### config.mk
export PLATFORM = sky130hd
export DESIGN_NAME = fast_xfer_strobe
export DESIGN_NICKNAME = d
export VERILOG_FILES = /design/src/rtl/fast_xfer_strobe.sv
export SDC_FILE = /design/constraint.sdc
export NUM_CORES = 1
export LEC_CHECK = 0
export BUFFER_PORTS_ARGS = -buffer_cell sky130_fd_sc_hd__buf_2
export CORE_MARGIN = 10
export CORE_UTILIZATION = 30
export DETAILED_ROUTE_END_ITERATION = 7
export SLEW_MARGIN = 0
export SYNTH_ARGS = -nofsm -noshare
export SYNTH_HDL_FRONTEND = slang
export SYNTH_SLANG_ARGS = --single-unit
### constraint.sdc
create_clock -name clk -period 1.67 [get_ports clk]
set_input_delay 0.167 -clock clk [delete_from_list [all_inputs] [get_ports clk]]
set_output_delay 0.167 -clock clk [all_outputs]
set_load 0.02 [all_outputs]
### src/rtl/fast_xfer_strobe.sv
module fast_xfer_strobe #(
  parameter int ADDR_W = 16,
  parameter logic [ADDR_W-1:0] CTRL_ADDR = 16'h0040,
  parameter logic [ADDR_W-1:0] ISO_ADDR  = 16'h0010,
  parameter logic [ADDR_W-1:0] BULK_ADDR = 16'h0020
) (
  input  logic              clk,
  input  logic              rst_n,
  input  logic [ADDR_W-1:0] cpu_addr,
  input  logic              cpu_wr,
  input  logic              cpu_rd,
  input  logic [7:0]        cpu_wdata,
  output logic [7:0]        cpu_rdata,
  output logic              busy,
  output logic              fifo_we,
  output logic              fifo_re,
  output logic              fifo_sel,
  output logic [7:0]        fifo_wdata,
  input  logic [7:0]        fifo_rdata,
  input  logic [7:0]        ext_din,
  output logic [7:0]        ext_dout,
  output logic              ext_doe,
  output logic              rd_strb,
  output logic              wr_strb
);
  localparam int PHASES  = 4;
  localparam int PH_W    = $clog2(PHASES);
  localparam logic [PH_W-1:0] PH_LAST = PH_W'(PHASES - 1);

  logic [7:0]      ctrl;
  logic            dir_out;
  logic            sel_q;
  logic [PH_W-1:0] phase;
  logic [7:0]      dout_q;

  wire       en_iso   = ctrl[7];
  wire       en_blk   = ctrl[6];
  wire       rpol     = ctrl[5];
  wire [1:0] rmode    = ctrl[4:3];
  wire       wpol     = ctrl[2];
  wire [1:0] wmode    = ctrl[1:0];

  wire hit_iso  = (cpu_addr == ISO_ADDR);
  wire hit_blk  = (cpu_addr == BULK_ADDR);
  wire hit_fifo = hit_iso | hit_blk;
  wire hit_ctrl = (cpu_addr == CTRL_ADDR);
  wire fast_hit = (hit_iso & en_iso) | (hit_blk & en_blk);

  wire start_fw = !busy & cpu_wr & fast_hit;
  wire start_fr = !busy & cpu_rd & fast_hit;
  wire norm_we  = !busy & cpu_wr & hit_fifo & !fast_hit;
  wire norm_re  = !busy & cpu_rd & hit_fifo & !fast_hit;
  wire ctrl_we  = !busy & cpu_wr & hit_ctrl;

  function automatic logic mode_active(input logic [1:0] m, input logic [PH_W-1:0] p);
    case (m)
      2'd0:    return p == PH_W'(1);
      2'd1:    return p < PH_W'(2);
      2'd2:    return p >= PH_W'(2);
      default: return 1'b1;
    endcase
  endfunction

  function automatic logic [PH_W-1:0] mode_last(input logic [1:0] m);
    return m[1] ? PH_LAST : PH_W'(1);
  endfunction

  always_ff @(posedge clk or negedge rst_n) begin
    if (!rst_n) begin
      ctrl    <= '0;
      busy    <= 1'b0;
      dir_out <= 1'b0;
      sel_q   <= 1'b0;
      phase   <= '0;
      dout_q  <= '0;
    end else begin
      if (ctrl_we) ctrl <= cpu_wdata;
      if (start_fw | start_fr) begin
        busy    <= 1'b1;
        phase   <= '0;
        dir_out <= start_fr;
        sel_q   <= hit_blk;
        if (start_fr) dout_q <= fifo_rdata;
      end else if (busy) begin
        if (phase == PH_LAST) busy <= 1'b0;
        phase <= phase + PH_W'(1);
      end
    end
  end

  wire rd_on   = busy & !dir_out & mode_active(rmode, phase);
  wire wr_on   = busy &  dir_out & mode_active(wmode, phase);
  wire fast_we = busy & !dir_out & (phase == mode_last(rmode));

  assign rd_strb    = rd_on ? rpol : ~rpol;
  assign wr_strb    = wr_on ? wpol : ~wpol;
  assign fifo_we    = norm_we | fast_we;
  assign fifo_wdata = busy ? ext_din : cpu_wdata;
  assign fifo_re    = norm_re | start_fr;
  assign fifo_sel   = busy ? sel_q : hit_blk;
  assign ext_doe    = busy & dir_out;
  assign ext_dout   = dout_q;
  assign cpu_rdata  = hit_ctrl ? ctrl : (norm_re ? fifo_rdata : 8'h00);

  assert_strobe_idle_R3: assert property (@(posedge clk) disable iff (!rst_n)
    !busy |-> (rd_strb == ~ctrl[5]) && (wr_strb == ~ctrl[2]));

  assert_sample_under_strobe_R4: assert property (@(posedge clk) disable iff (!rst_n)
    (fifo_we && busy) |-> (rd_strb == ctrl[5]) && (fifo_wdata == ext_din));

  assert_busy_four_R5: assert property (@(posedge clk) disable iff (!rst_n)
    $rose(busy) |=> busy ##1 busy ##1 busy ##1 !busy);

  assert_dout_hold_R6: assert property (@(posedge clk) disable iff (!rst_n)
    (ext_doe && $past(ext_doe)) |-> $stable(ext_dout));

  assert_no_write_on_read_R6: assert property (@(posedge clk) disable iff (!rst_n)
    ext_doe |-> !fifo_we && (rd_strb == ~ctrl[5]));

  assert_plain_write_R8: assert property (@(posedge clk) disable iff (!rst_n)
    (fifo_we && !busy) |=> !busy);

  assert_ctrl_frozen_R9: assert property (@(posedge clk) disable iff (!rst_n)
    busy |=> $stable(ctrl));
endmodule

# Word level (Yosys, flattened, before mapping)
# Index checks and enable logic that the tools add are counted.
dict set report totals {
  input_bits 44
  reg_bits 21
  mem_bits_rw 0
  wordCells 63
  out_inout_bits 31
  n_memories 0
  mem_bits_ro 0
  latchBits 0
}
dict set report op_classes {
  shifts 0
  magnitude_cmp 2
  bitwise 23
  mux 14
  n_eq_ne 10
  n_div 0
  add_sub_neg 1
  mul 0
  n_reduce_logical 7
}
# operator count
set op_table {}
lappend op_table {{$mux 8} 3}
lappend op_table {{$and 1x1->1} 16}
lappend op_table {{$eq 16x5->1 const B} 1}
lappend op_table {{$eq 16x6->1 const B} 1}
lappend op_table {{$eq 16x7->1 const B} 1}
lappend op_table {{$eq 2x1->1 const B} 3}
lappend op_table {{$eq 2x2->1 const B} 3}
lappend op_table {{$mux 1} 6}
lappend op_table {{$mux 2} 3}
lappend op_table {{$pmux 1 s3} 2}
lappend op_table {{$or 1x1->1} 5}
lappend op_table {{$logic_not 2->1} 2}
lappend op_table {{$logic_not 1->1} 3}
lappend op_table {{$add 2x1->2 const B} 1}
lappend op_table {{$eq 2x2->1} 1}
lappend op_table {{$ge 2x2->1 const B} 1}
lappend op_table {{$lt 2x2->1 const B} 1}
lappend op_table {{$not 1->1} 2}
lappend op_table {{$reduce_and 2->1} 1}
lappend op_table {{$reduce_bool 2->1} 1}

# Logic depth before layout (Yosys ltp)
# Gate-level depths: netlist of run 1.
dict set report logic_depth {
  word_depth 7
  mapped_depth 6
  depth_no_buf 6
}

# Worst setup path after synthesis of run 1
# No wires, ideal clock.
dict set report synth_path {
  path_kind {register to output}
  from {register busy}
  to {output fifo_re}
  setup_slack_ns -0.562
  required_time_ns 1.503
  arrival_ns 2.065
  n_path_buf 1
  stages_incl_launch_ff 5
  cell_sequence {dfrtp_1 -> clkbuf_8 -> nor2_1 -> nand2_1 -> a2111oi_0}
}
dict set report synth_between {
  elab_chain_cells 5
  word_cells_on_any_way 6
  classes_between {5 x bitwise; 1 x reduce/logical}
}
# element line
set synth_rtl {}
lappend synth_rtl {{start, declared} 14} ;# output logic busy,
lappend synth_rtl {{start signal, assigned} 71} ;# busy <= 1'b0;
lappend synth_rtl {{start signal, assigned} 79} ;# busy <= 1'b1;
lappend synth_rtl {{start signal, assigned} 85} ;# if (phase == PH_LAST) busy <= 1'b0;
lappend synth_rtl {{$logic_not 1->1 (*)} {50, 52}}
lappend synth_rtl {{$and 1x1->1 (*)} {50, 52}}
lappend synth_rtl {{$and 1x1->1 (2 in series)} 52} ;# wire norm_re = !busy & cpu_rd & hit_fifo & !fast_hit;
lappend synth_rtl {{$or 1x1->1 (*)} 99} ;# assign fifo_re = norm_re | start_fr;
lappend synth_rtl {{end, declared} 16} ;# output logic fifo_re,
# Mark *: on every way between the ends. The rest lies on a longest branch, timed or not.

# Worst setup path after layout of run 1
dict set report layout_path {
  from {register phase[1]}
  to {output wr_strb}
}
dict set report layout_between {
  elab_chain_cells 4
  word_cells_on_any_way 6
  classes_between {2 x order compare; 1 x eq/ne; 2 x mux; 1 x bitwise}
}
# element line
set layout_rtl {}
lappend layout_rtl {{start, declared} 33} ;# logic [PH_W-1:0] phase;
lappend layout_rtl {{start signal, assigned} 86} ;# phase <= phase + PH_W'(1);
lappend layout_rtl {{$ge 2x2->1 (tied with other cells)} 59} ;# 2'd2: return p >= PH_W'(2);
lappend layout_rtl {{$pmux 1 s3 (*)} 56} ;# case (m)
lappend layout_rtl {{$and 1x1->1 (*)} 92} ;# wire wr_on = busy & dir_out & mode_active(wmode, phase);
lappend layout_rtl {{$mux 1 (*)} 96} ;# assign wr_strb = wr_on ? wpol : ~wpol;
lappend layout_rtl {{end, declared} 24} ;# output logic wr_strb
# Marks and branches as above.

==> results of run 1 <==
## repair_timing
item	4_1_cts	5_1_grt
pin swaps	18	10
hold endpoints to repair	21	0
endpoints found under the setup margin	13	29
gates cloned	0	1
setup buffers	8	7
hold buffers	1	0
resized for setup	38	17
## per-layer routing
layer  up-vias  wire [µm]  track usage (%)
li1        648          -                -
met1       649       1970             13.2
met2        49       2200             19.3
met3         2        415             3.00
met4         0         36             3.09
met5         -          0                0
## per-stage QoR
stage | total power, mW | utilization (%)
finish | 0.999 | 53.7
global route | 1.04 | 53.7
CTS | 0.993 | 50.6
detailed placement | 0.647 | 44.5
global placement | 0.645 | 44.5
floorplan | 0.559 | -
## placed cells by master, fill, tap and decap left out, types with 3 or more instances in the layout
cell type,instances
mux2_4,8
nor4_4,4
clkbuf_8,3
nand2b_1,3
mux2_2,8
mux2i_1,3
dfrtp_1,20
mux2_1,8
buf_6,20
buf_2,59
nand3b_1,3
buf_4,28
inv_1,4
a22o_1,8
## power groups by stage
stage                     logic [mW]  registers (mW)  clock network [mW]
final                          0.161           0.508               0.330
after floorplan               0.0402           0.518                   0
after global placement         0.127           0.518                   0
after detailed placement       0.129           0.518                   0
after global routing           0.173           0.508               0.361
after CTS                      0.148           0.508               0.337
## worst paths after layout
check                              end  cells past startpoint  slack (ns)
max in group asynchronous     phase[1]                      2        0.90
min in group asynchronous      ctrl[6]                      2        0.41
setup / recovery               wr_strb                      5       -0.28
hold / removal                 ctrl[2]                      2        0.14
hold reg to reg            ext_dout[7]                      1        0.52
setup reg to reg           ext_dout[0]                      6        0.01
## worst max-delay path: cells and delay by family (launching register included)
family	cells	cell delay, ns
buffers and inverters	2	0.28
and+or+nand+nor	1	0.49
AOI/OAI and AO/OA	1	0.15
DFF	1	0.44
xor gates and xnor gates	1	0.18
## layout make-up
type,count,area (µm²)
Clock buffer,4,45.0
Fill cell,392,2020
Inverter,5,18.8
Multi-Input combinational cell,83,897
Sequential cell,21,527
Tap cell,52,65.1
Timing Repair Buffer,110,786
## cells by family after synthesis
logic type	synth area share, %
simple gates	16.7
xor+xnor	2.61
buf+inv	4.48
fa+ha+maj	2.80
compound gates	11.8
flops	39.2
mux	22.4
## sequential cells by signal, indices dropped and copies added, names as in the netlist
name      flops
ctrl          8
ext_dout      8
phase         2
busy          1
dir_out       1
sel_q         1
==> impl_results.rst, run 1 <==
.. list-table::
   :header-rows: 1

   * - Metric
     - Value
   * - Outcome
     - complete, but fails checks
   * - Failing checks
     - negative setup slack
   * - Start point of the worst hold path
     - cpu_wdata[2]
   * - Path class of the lowest-slack min-delay path
     - input port to flop
   * - Dpl ws
     - -0.209 ns
   * - Number of buffers added by the clock tree synthesis step
     - 3
   * - Core Footprint
     - 4350 µm²
   * - Critical path class
     - flop to primary output
   * - Initial core utilization
     - 30.8%
   * - Root Buffer
     - clkbuf_8
   * - Post-synth top area share
     - 39.2%
   * - Clock input transition at the sequential cells of the worst setup and hold paths
     - 0.07 ns
   * - Most common cell in the synthesized netlist
     - dfrtp_1
   * - DP Area
     - 1940 µm²
   * - Max Cap Viol
     - 0
   * - Routability congestion estimate
     - 0.823
   * - Seq/Total Area, Yosys
     - 39.2%
   * - Worst-case headroom to the max-slew limit
     - 66.5%
   * - Global-route congestion overflow total
     - 0
   * - Post-DR wirelength/cell
     - 16.8 µm
   * - Count of buffers from port buffering
     - 74
   * - Wire length of the first global-routing pass
     - 6900 µm
   * - Full die area
     - 7540 µm²
   * - Arrival time at the worst endpoint
     - 1.78 ns
   * - Average via count per standard cell
     - 4.90
   * - Hold violation total from the final report
     - 0
   * - Largest stage delay on the critical path
     - 0.49 ns
   * - Worst Setup Slack, final
     - -0.281 ns
   * - Fraction of power spent switching nets
     - 24.3%
   * - Fmax
     - 512 MHz
   * - Net load switching power
     - 243 µW
   * - Drc violations
     - 0
   * - Tightest Pin Transition
     - 0.502 ns
   * - Buffer levels on the longest clock path
     - 2
   * - Number of global-route vias before repair
     - 1386
   * - Slowest-stage cell, CP
     - or4b_4
   * - Most frequently used flop master after synthesis
     - dfrtp_1
   * - Clk Latency, worst-skew pair
     - 0.25 ns
   * - Worst path cell trace
     - buf_4 > or4b_4 > o211ai_1 > xor2_2 > buf_6
   * - Cell area after layout
     - 2340 µm²
   * - Total Routed Length
     - 4620 µm
   * - Layout cell share with drive strength beyond 1
     - 66.4%
   * - Hold slack final
     - 0.140 ns
   * - Total number of clock tree sinks
     - 21
   * - DIE HEIGHT
     - 86.8 µm
   * - YS warnings
     - 0
   * - Remaining number of nets flagged by the antenna check after routing
     - 0
   * - Number of enable flip-flop cells after synthesis
     - 0
   * - Maximum level of the CTS H-tree
     - 1
   * - Most common library cells after synthesis
     - dfrtp_1, mux2_2, a22o_1, mux2_1, inv_1
   * - Worst clock skew
     - 0.00689 ns
   * - Number of register bits inferred by synthesis
     - 21
   * - Number of DRC violations after detailed-routing iteration 0
     - 60
   * - Setup repair after global routing missed its margin
     - true
   * - Post-route insts no fill
     - 275
   * - Accumulated negative setup slack
     - -1.63 ns
   * - Antenna violations before repair
     - 0
   * - CP startpoint
     - phase[1]
   * - Post-synth top area cell
     - dfrtp_1
   * - Avg Inst Size Synth
     - 11.8 µm²
   * - Post-Syn Instances
     - 114
   * - First-pass iteration count of the detailed router
     - 4
   * - Combinational share of power
     - 16.1%
   * - Kind of start point of the critical path
     - flop
   * - Post-placement cell count
     - 254
   * - Sequential share of power
     - 50.8%
   * - Reg-to-Reg Start
     - ctrl[7]
   * - Nets
     - 271
   * - Static Leak
     - 1.17 nW
   * - Clock share of power
     - 33.1%
   * - Power Internal
     - 756 µW
   * - Async set or reset register ratio after synthesis
     - 100%
   * - Clock tree from TritonCTS
     - yes
   * - Data required time of the critical path
     - 1.50 ns
   * - I/O Pins
     - 75
   * - Post-synth cell types
     - 40
   * - Post-synthesis to final-layout area growth
     - 74.5%
   * - Syn Std Cell Area
     - 1340 µm²
   * - Count of vias placed by the detailed router
     - 1348
   * - Critical path capture point type
     - primary output
   * - Critical path fanouts, max
     - 3
   * - Final period utilization
     - 117%
   * - Number of pins exceeding their max-slew limit in the final report
     - 0
   * - DP Wirelength
     - 3450 µm
   * - Area contributors post-synth
     - dfrtp_1, mux2_2, mux2_1, a22o_1, ha_1
   * - Largest net degree at the start of global routing
     - 22
   * - Count of standard-cell rows
     - 24
   * - Areal power density over the cells
     - 427 nW/µm²
   * - Number of endpoints failing setup at the final stage
     - 12
   * - Count of inserted antenna diode cells
     - 0
   * - GRT Overall Usage
     - 11.2%
   * - Period minus WS final
     - 1.95 ns
   * - Net Count, Synth
     - 161
   * - Peak supply drop
     - 0.000262 V
   * - Horizontal extent of the die
     - 86.8 µm
Note: power is estimated with default switching activity, not from simulation.
==> inputs of run 2 (changes only) <==
--- a/config.mk
+++ b/config.mk
@@ -9,6 +9,7 @@
 export CORE_MARGIN = 10
 export CORE_UTILIZATION = 30
 export DETAILED_ROUTE_END_ITERATION = 7
+export REMOVE_ABC_BUFFERS = 1
 export SLEW_MARGIN = 0
 export SYNTH_ARGS = -nofsm -noshare
 export SYNTH_HDL_FRONTEND = slang
==> run 2 against run 1 <==
Sequential share of layout area increased by 0.60 points. Largest power group unchanged. Via count decreased by 2.5%. Power decreased by 1.3%. Clock-buffer cell count decreased by 1. Largest cell class unchanged. The flow still finishes with violations (negative setup slack). Utilization decreased by 1.5 points. Clock skew decreased by 0.0055 ns. Combinational power decreased by 8%. Worst setup slack improved by 0.022 ns. Sequential power about the same. Die area unchanged.
==> impl_results.rst, run 2 (synthesized netlist as in run 1, its figures left out) <==
.. list-table::
   :header-rows: 1

   * - Metric
     - Value
   * - Outcome
     - complete, but fails checks
   * - Worst clock skew
     - 0.00141 ns
   * - Final period utilization
     - 116%
   * - Count of vias placed by the detailed router
     - 1314
   * - Total number of clock tree sinks
     - 21
   * - Post-synthesis to final-layout area growth
     - 69.6%
   * - Nets
     - 265
   * - Arrival time at the worst endpoint
     - 1.76 ns
   * - Dpl ws
     - -0.213 ns
   * - DP Wirelength
     - 3320 µm
   * - Register-to-Register Setup Slack
     - -0.03 ns
   * - Hold violation total from the final report
     - 0
   * - Path class of the lowest-slack min-delay path
     - input port to flop
   * - Global-route congestion overflow total
     - 0
   * - Critical path fanouts, max
     - 2
   * - Routability congestion estimate
     - 0.885
   * - Number of endpoints failing setup at the final stage
     - 20
   * - Post-DR wirelength/cell
     - 16.7 µm
   * - Average via count per standard cell
     - 4.88
   * - Number of filler cells placed in the layout
     - 386
   * - Worst Hold End
     - ctrl[2]
   * - Hold slack final
     - 0.134 ns
   * - Number of DRC violations after detailed-routing iteration 0
     - 57
   * - Antenna violations before repair
     - 0
   * - Clock tree from TritonCTS
     - yes
   * - DIE HEIGHT
     - 86.8 µm
   * - Horizontal extent of the die
     - 86.8 µm
   * - Data required time of the critical path
     - 1.50 ns
   * - Critical path class
     - flop to primary output
   * - Start point of the worst hold path
     - cpu_wdata[2]
   * - Most common library cell in the layout ignoring fill and taps
     - buf_2
   * - Period minus WS final
     - 1.93 ns
   * - Buffer levels on the longest clock path
     - 2
   * - Total Routed Length
     - 4490 µm
   * - Failing checks
     - negative setup slack
   * - Static Leak
     - 1.13 nW
   * - Number of global-route vias before repair
     - 1414
   * - Worst-case headroom to the max-slew limit
     - 67.9%
   * - Root Buffer
     - clkbuf_8
   * - Number of buffers added by the clock tree synthesis step
     - 3
   * - Core utilization of the finished layout
     - 52.2%
   * - Core Footprint
     - 4350 µm²
   * - Count of inserted antenna diode cells
     - 0
   * - Hold Path Stages
     - 2
   * - Kind of start point of the critical path
     - flop
   * - Critical path capture point type
     - primary output
   * - Setup repair after global routing missed its margin
     - true
   * - Count of buffers from port buffering
     - 74
   * - GRT Overall Usage
     - 10.6%
   * - Remaining number of nets flagged by the antenna check after routing
     - 0
   * - Areal power density over the cells
     - 434 nW/µm²
   * - Clock input transition at the sequential cells of the worst setup and hold paths
     - 0.08 ns
   * - Worst Setup Slack, final
     - -0.260 ns
   * - Fmax
     - 518 MHz
   * - Count of standard-cell rows
     - 24
   * - Largest net degree at the start of global routing
     - 22
   * - Storage element area
     - 526 µm²
   * - Max Cap Viol
     - 0
   * - Clk Latency, worst-skew pair
     - 0.26 ns
   * - I/O Pins
     - 75
   * - Full die area
     - 7540 µm²
   * - Drc violations
     - 0
   * - Tightest Pin Transition
     - 0.482 ns
   * - Worst R2R End
     - ext_dout[1]
   * - Reg-to-Reg Start
     - ctrl[6]
   * - Most frequent cells in the layout
     - buf_2, buf_4, dfrtp_1
   * - Initial core utilization
     - 30.8%
   * - Multi-input logic area
     - 871 µm²
   * - Cells on worst reg2reg path
     - 6
   * - Peak supply drop
     - 0.000220 V
   * - Maximum level of the CTS H-tree
     - 1
   * - Wire length of the first global-routing pass
     - 6630 µm
   * - Layout cell share with drive strength beyond 1
     - 65.9%
   * - Number of pins exceeding their max-slew limit in the final report
     - 0
   * - First-pass iteration count of the detailed router
     - 3
==> run 2: worst max-delay path, stage by stage, from the launching register on <==
cell,delay [ns]
dfrtp_1,0.36
inv_2,0.04
ha_2,0.19
or4b_4,0.47
o211ai_1,0.11
xor2_1,0.17
buf_4,0.16
==> run 2: through the flow <==
step | instance area [µm²] | setup TNS (ns) | cells | power, mW
after CTS | 2110 | -1.14 | 264 | 0.986
after global placement | 1910 | -3.54 | 255 | 0.644
after detailed placement | 1910 | -3.63 | 255 | 0.644
after floorplan | 1300 | -4.01 | 109 | 0.557
after global routing | 2270 | -3.42 | 269 | 1.03
final | 2270 | -1.59 | 269 | 0.986
==> run 2: cell type report <==
cell class                      instances  area share [%]
Multi-Input combinational cell         83            38.3
Clock inverter                          1           0.220
Sequential cell                        21            23.1
Tap cell                               52            2.86
Clock buffer                            3            1.82
Inverter                                5           0.826
Timing Repair Buffer                  104            32.8
==> run 2: timing repair <==
action | in CTS | in global routing
hold endpoints to repair | 21 | 0
setup endpoints to repair | 13 | 21
buffers inserted | 4 | 4
gates resized for setup | 37 | 26
pin swaps | 17 | 11
cloned | 0 | 1
hold buffers | 1 | 0
==> run 2: worst max path at each step <==
stage / from / to / slack (ns) / cells after the start
final: phase[0] / wr_strb / -0.26 / 6
after global routing: phase[1] / wr_strb / -0.33 / 5
after CTS: phase[0] / wr_strb / -0.25 / 6
after detailed placement: cpu_addr[2] / ext_dout[0] / -0.21 / 6
after global placement: cpu_addr[2] / ext_dout[2] / -0.17 / 6
after floorplan: busy / fifo_re / -0.65 / 3
==> run 2: layer usage <==
metal / vias to the layer above / track usage, % / wire [µm] / part of all wire [%]
li1: 643 / - / - / -
met1: 635 / 11.4 / 1740 / 39
met2: 32 / 19.7 / 2380 / 53
met3: 4 / 3.28 / 352 / 7.8
met4: 0 / 1.77 / 25 / 0.56
met5: - / 0 / 0 / 0
==> run 2: where the power goes <==
group / switching, mW / total, mW / internal (mW)
combinational: 0.0760 / 0.148 / 0.0717
sequential: 0.0000599 / 0.508 / 0.508
clock: 0.164 / 0.330 / 0.166
==> inputs of run 3 (changes only) <==
--- a/config.mk
+++ b/config.mk
@@ -6,6 +6,7 @@
 export NUM_CORES = 1
 export LEC_CHECK = 0
 export BUFFER_PORTS_ARGS = -buffer_cell sky130_fd_sc_hd__buf_2
+export CORE_ASPECT_RATIO = 0.75
 export CORE_MARGIN = 10
 export CORE_UTILIZATION = 30
 export DETAILED_ROUTE_END_ITERATION = 7
==> constraint.sdc (replaced) <==
create_clock -name clk -period 2.5 [get_ports clk]
set_input_delay 0.25 -clock clk [delete_from_list [all_inputs] [get_ports clk]]
set_output_delay 0.25 -clock clk [all_outputs]
set_load 0.02 [all_outputs]
==> run 3 against run 2 <==
Global-route usage fell by 0.058 points. Clock power fell by 33%. First-iteration DRC count fell by 33%. Routed wire length fell by 10%. Critical endpoint unchanged. Critical path type unchanged. The run now ends clean. Hold slack improved by 0.085 ns. Register-to-register slack improved by 0.73 ns.
==> impl_results.rst, run 3 (synthesized netlist as in run 1, its figures left out) <==
.. list-table::
   :header-rows: 1

   * - Metric
     - Value
   * - First-pass iteration count of the detailed router
     - 4
   * - Net load switching power
     - 154 µW
   * - Areal power density over the cells
     - 356 nW/µm²
   * - Most common library cell in the layout ignoring fill and taps
     - buf_2
   * - Largest stage delay on the critical path
     - 0.60 ns
   * - Sequential share of power
     - 52.7%
   * - Critical path class
     - flop to primary output
   * - Remaining number of nets flagged by the antenna check after routing
     - 0
   * - Arrival time at the worst endpoint
     - 2.05 ns
   * - Post-synthesis to final-layout area growth
     - 35.0%
   * - I/O Pins
     - 75
   * - Core utilization of the finished layout
     - 43.3%
   * - Worst Setup Slack, final
     - 0.199 ns
   * - Fmax
     - 435 MHz
   * - Slowest-stage cell, CP
     - or4b_2
   * - Total design power
     - 644 µW
   * - Layout cell share with drive strength beyond 1
     - 53.7%
   * - Horizontal extent of the die
     - 97.2 µm
   * - Hold slack final
     - 0.218 ns
   * - Nets
     - 238
   * - DIE HEIGHT
     - 77.9 µm
   * - Total Routed Length
     - 4040 µm
   * - Final period utilization
     - 92.1%
   * - Core Footprint
     - 4180 µm²
   * - Critical path fanouts, max
     - 9
   * - Buffer levels on the longest clock path
     - 2
   * - Average via count per standard cell
     - 4.82
   * - Initial core utilization
     - 32.1%
   * - Number of cells upsized or downsized after cts
     - 0
   * - Power Internal
     - 489 µW
   * - Clk Latency, worst-skew pair
     - 0.26 ns
   * - Clock share of power
     - 34.5%
   * - Max Cap Viol
     - 0
   * - Hold violation total from the final report
     - 0
   * - Data required time of the critical path
     - 2.25 ns
   * - DP Wirelength
     - 3340 µm
   * - Register-to-Register Setup Slack
     - 0.70 ns
   * - Post-DR wirelength/cell
     - 16.5 µm
   * - Number of pins exceeding their max-slew limit in the final report
     - 0
   * - Kind of start point of the critical path
     - flop
   * - Full die area
     - 7570 µm²
   * - Clock tree from TritonCTS
     - yes
   * - Tightest Pin Transition
     - 0.549 ns
   * - Count of inserted antenna diode cells
     - 0
   * - Accumulated negative setup slack
     - 0 ns
   * - Outcome
     - finished, final reports clean
   * - GRT Overall Usage
     - 10.5%
   * - Root Buffer
     - clkbuf_8
   * - WL met3
     - 278 µm
   * - Fraction of power spent switching nets
     - 24.0%
   * - Drc violations
     - 0
   * - Combinational share of power
     - 12.7%
   * - Antenna violations before repair
     - 0
   * - Maximum level of the CTS H-tree
     - 1
   * - Count of vias placed by the detailed router
     - 1180
   * - Number of buffers added by the clock tree synthesis step
     - 3
   * - Path class of the lowest-slack min-delay path
     - input port to flop
   * - Critical path capture point type
     - primary output
   * - Global-route congestion overflow total
     - 0
   * - M1 WL
     - 1790 µm
   * - Total number of clock tree sinks
     - 21
   * - Wire length of the first global-routing pass
     - 6710 µm
   * - Total length of routed met2 wires
     - 1960 µm
   * - Setup repair after global routing missed its margin
     - false
   * - Routability congestion estimate
     - 0.745
   * - Largest net degree at the start of global routing
     - 22
   * - Worst clock skew
     - 0.00212 ns
   * - Number of global-route vias before repair
     - 1342
   * - Worst-case headroom to the max-slew limit
     - 63.1%
   * - Period minus WS final
     - 2.30 ns
   * - Most frequent cells in the layout
     - buf_2, dfrtp_1, mux2_2
   * - Number of endpoints failing setup at the final stage
     - 0
   * - Worst path cell trace
     - ha_1 > or4b_2 > o211ai_1 > xor2_1 > buf_2
   * - Count of buffers from port buffering
     - 74
   * - Static Leak
     - 0.956 nW
   * - Number of DRC violations after detailed-routing iteration 0
     - 38
   * - Count of standard-cell rows
     - 20
   * - Number of filler cells placed in the layout
     - 417
   * - Clock input transition at the sequential cells of the worst setup and hold paths
     - 0.08 ns
   * - Dpl ws
     - 0.325 ns
   * - Peak supply drop
     - 0.000254 V
   * - DR top layer
     - met4
[run 3: worst paths after layout]
kind                         startpoint          end  depth (start not counted)
min                        cpu_wdata[2]      ctrl[2]                          2
min in group asynchronous         rst_n     phase[0]                          2
max                            phase[1]      wr_strb                          5
min reg2reg                 ext_dout[6]  ext_dout[6]                          1
max reg2reg                     ctrl[6]  ext_dout[1]                          4
max in group asynchronous         rst_n      ctrl[5]                          2
[run 3: final cells by class]
cell class,count,area [µm²],area share (%)
multi-input combinational,83,754,41.7
sequential,21,526,29.0
timing repair buffer,77,395,21.9
tap,55,68.8,3.80
clock buffer,3,41.3,2.28
inverter,5,18.8,1.04
clock inverter,1,5.00,0.277
[run 3: per-stage QoR]
stage               cells  cell area [µm²]
floorplan             109             1300
global placement      240             1750
detailed placement    240             1750
CTS                   245             1810
global route          245             1810
finish                245             1810
[run 3: repair_timing]
| item | in CTS | in global routing |
|---|---|---|
| hold endpoints to repair | 21 | 0 |
| hold buffers | 1 | 0 |
| setup buffers | 0 | 0 |
[run 3: per-layer routing]
| metal | vias up | global-route usage (%) |
|---|---|---|
| li1 | 585 | - |
| met3 | 2 | 3.81 |
| met5 | - | 0 |
| met1 | 560 | 13.4 |
| met4 | 0 | 0.882 |
| met2 | 33 | 17.2 |
[run 3: critical path, delay by kind of cell (launching register included)]
kind,cells,cell delay (ns)
buf+inv,1,0.18
xor+xnor,1,0.15
compound gates,1,0.13
simple gates,1,0.60
flops,1,0.48
fa+ha+maj,1,0.24
[run 3: power by group through the flow]
| stage | Clock (mW) | Combinational, mW | Sequential, mW |
|---|---|---|---|
| after floorplan | 0 | 0.0255 | 0.346 |
| after global placement | 0 | 0.0811 | 0.346 |
| after detailed placement | 0 | 0.0819 | 0.346 |
| after CTS | 0.234 | 0.0833 | 0.339 |
| after global routing | 0.246 | 0.0907 | 0.339 |
| final | 0.222 | 0.0820 | 0.339 |
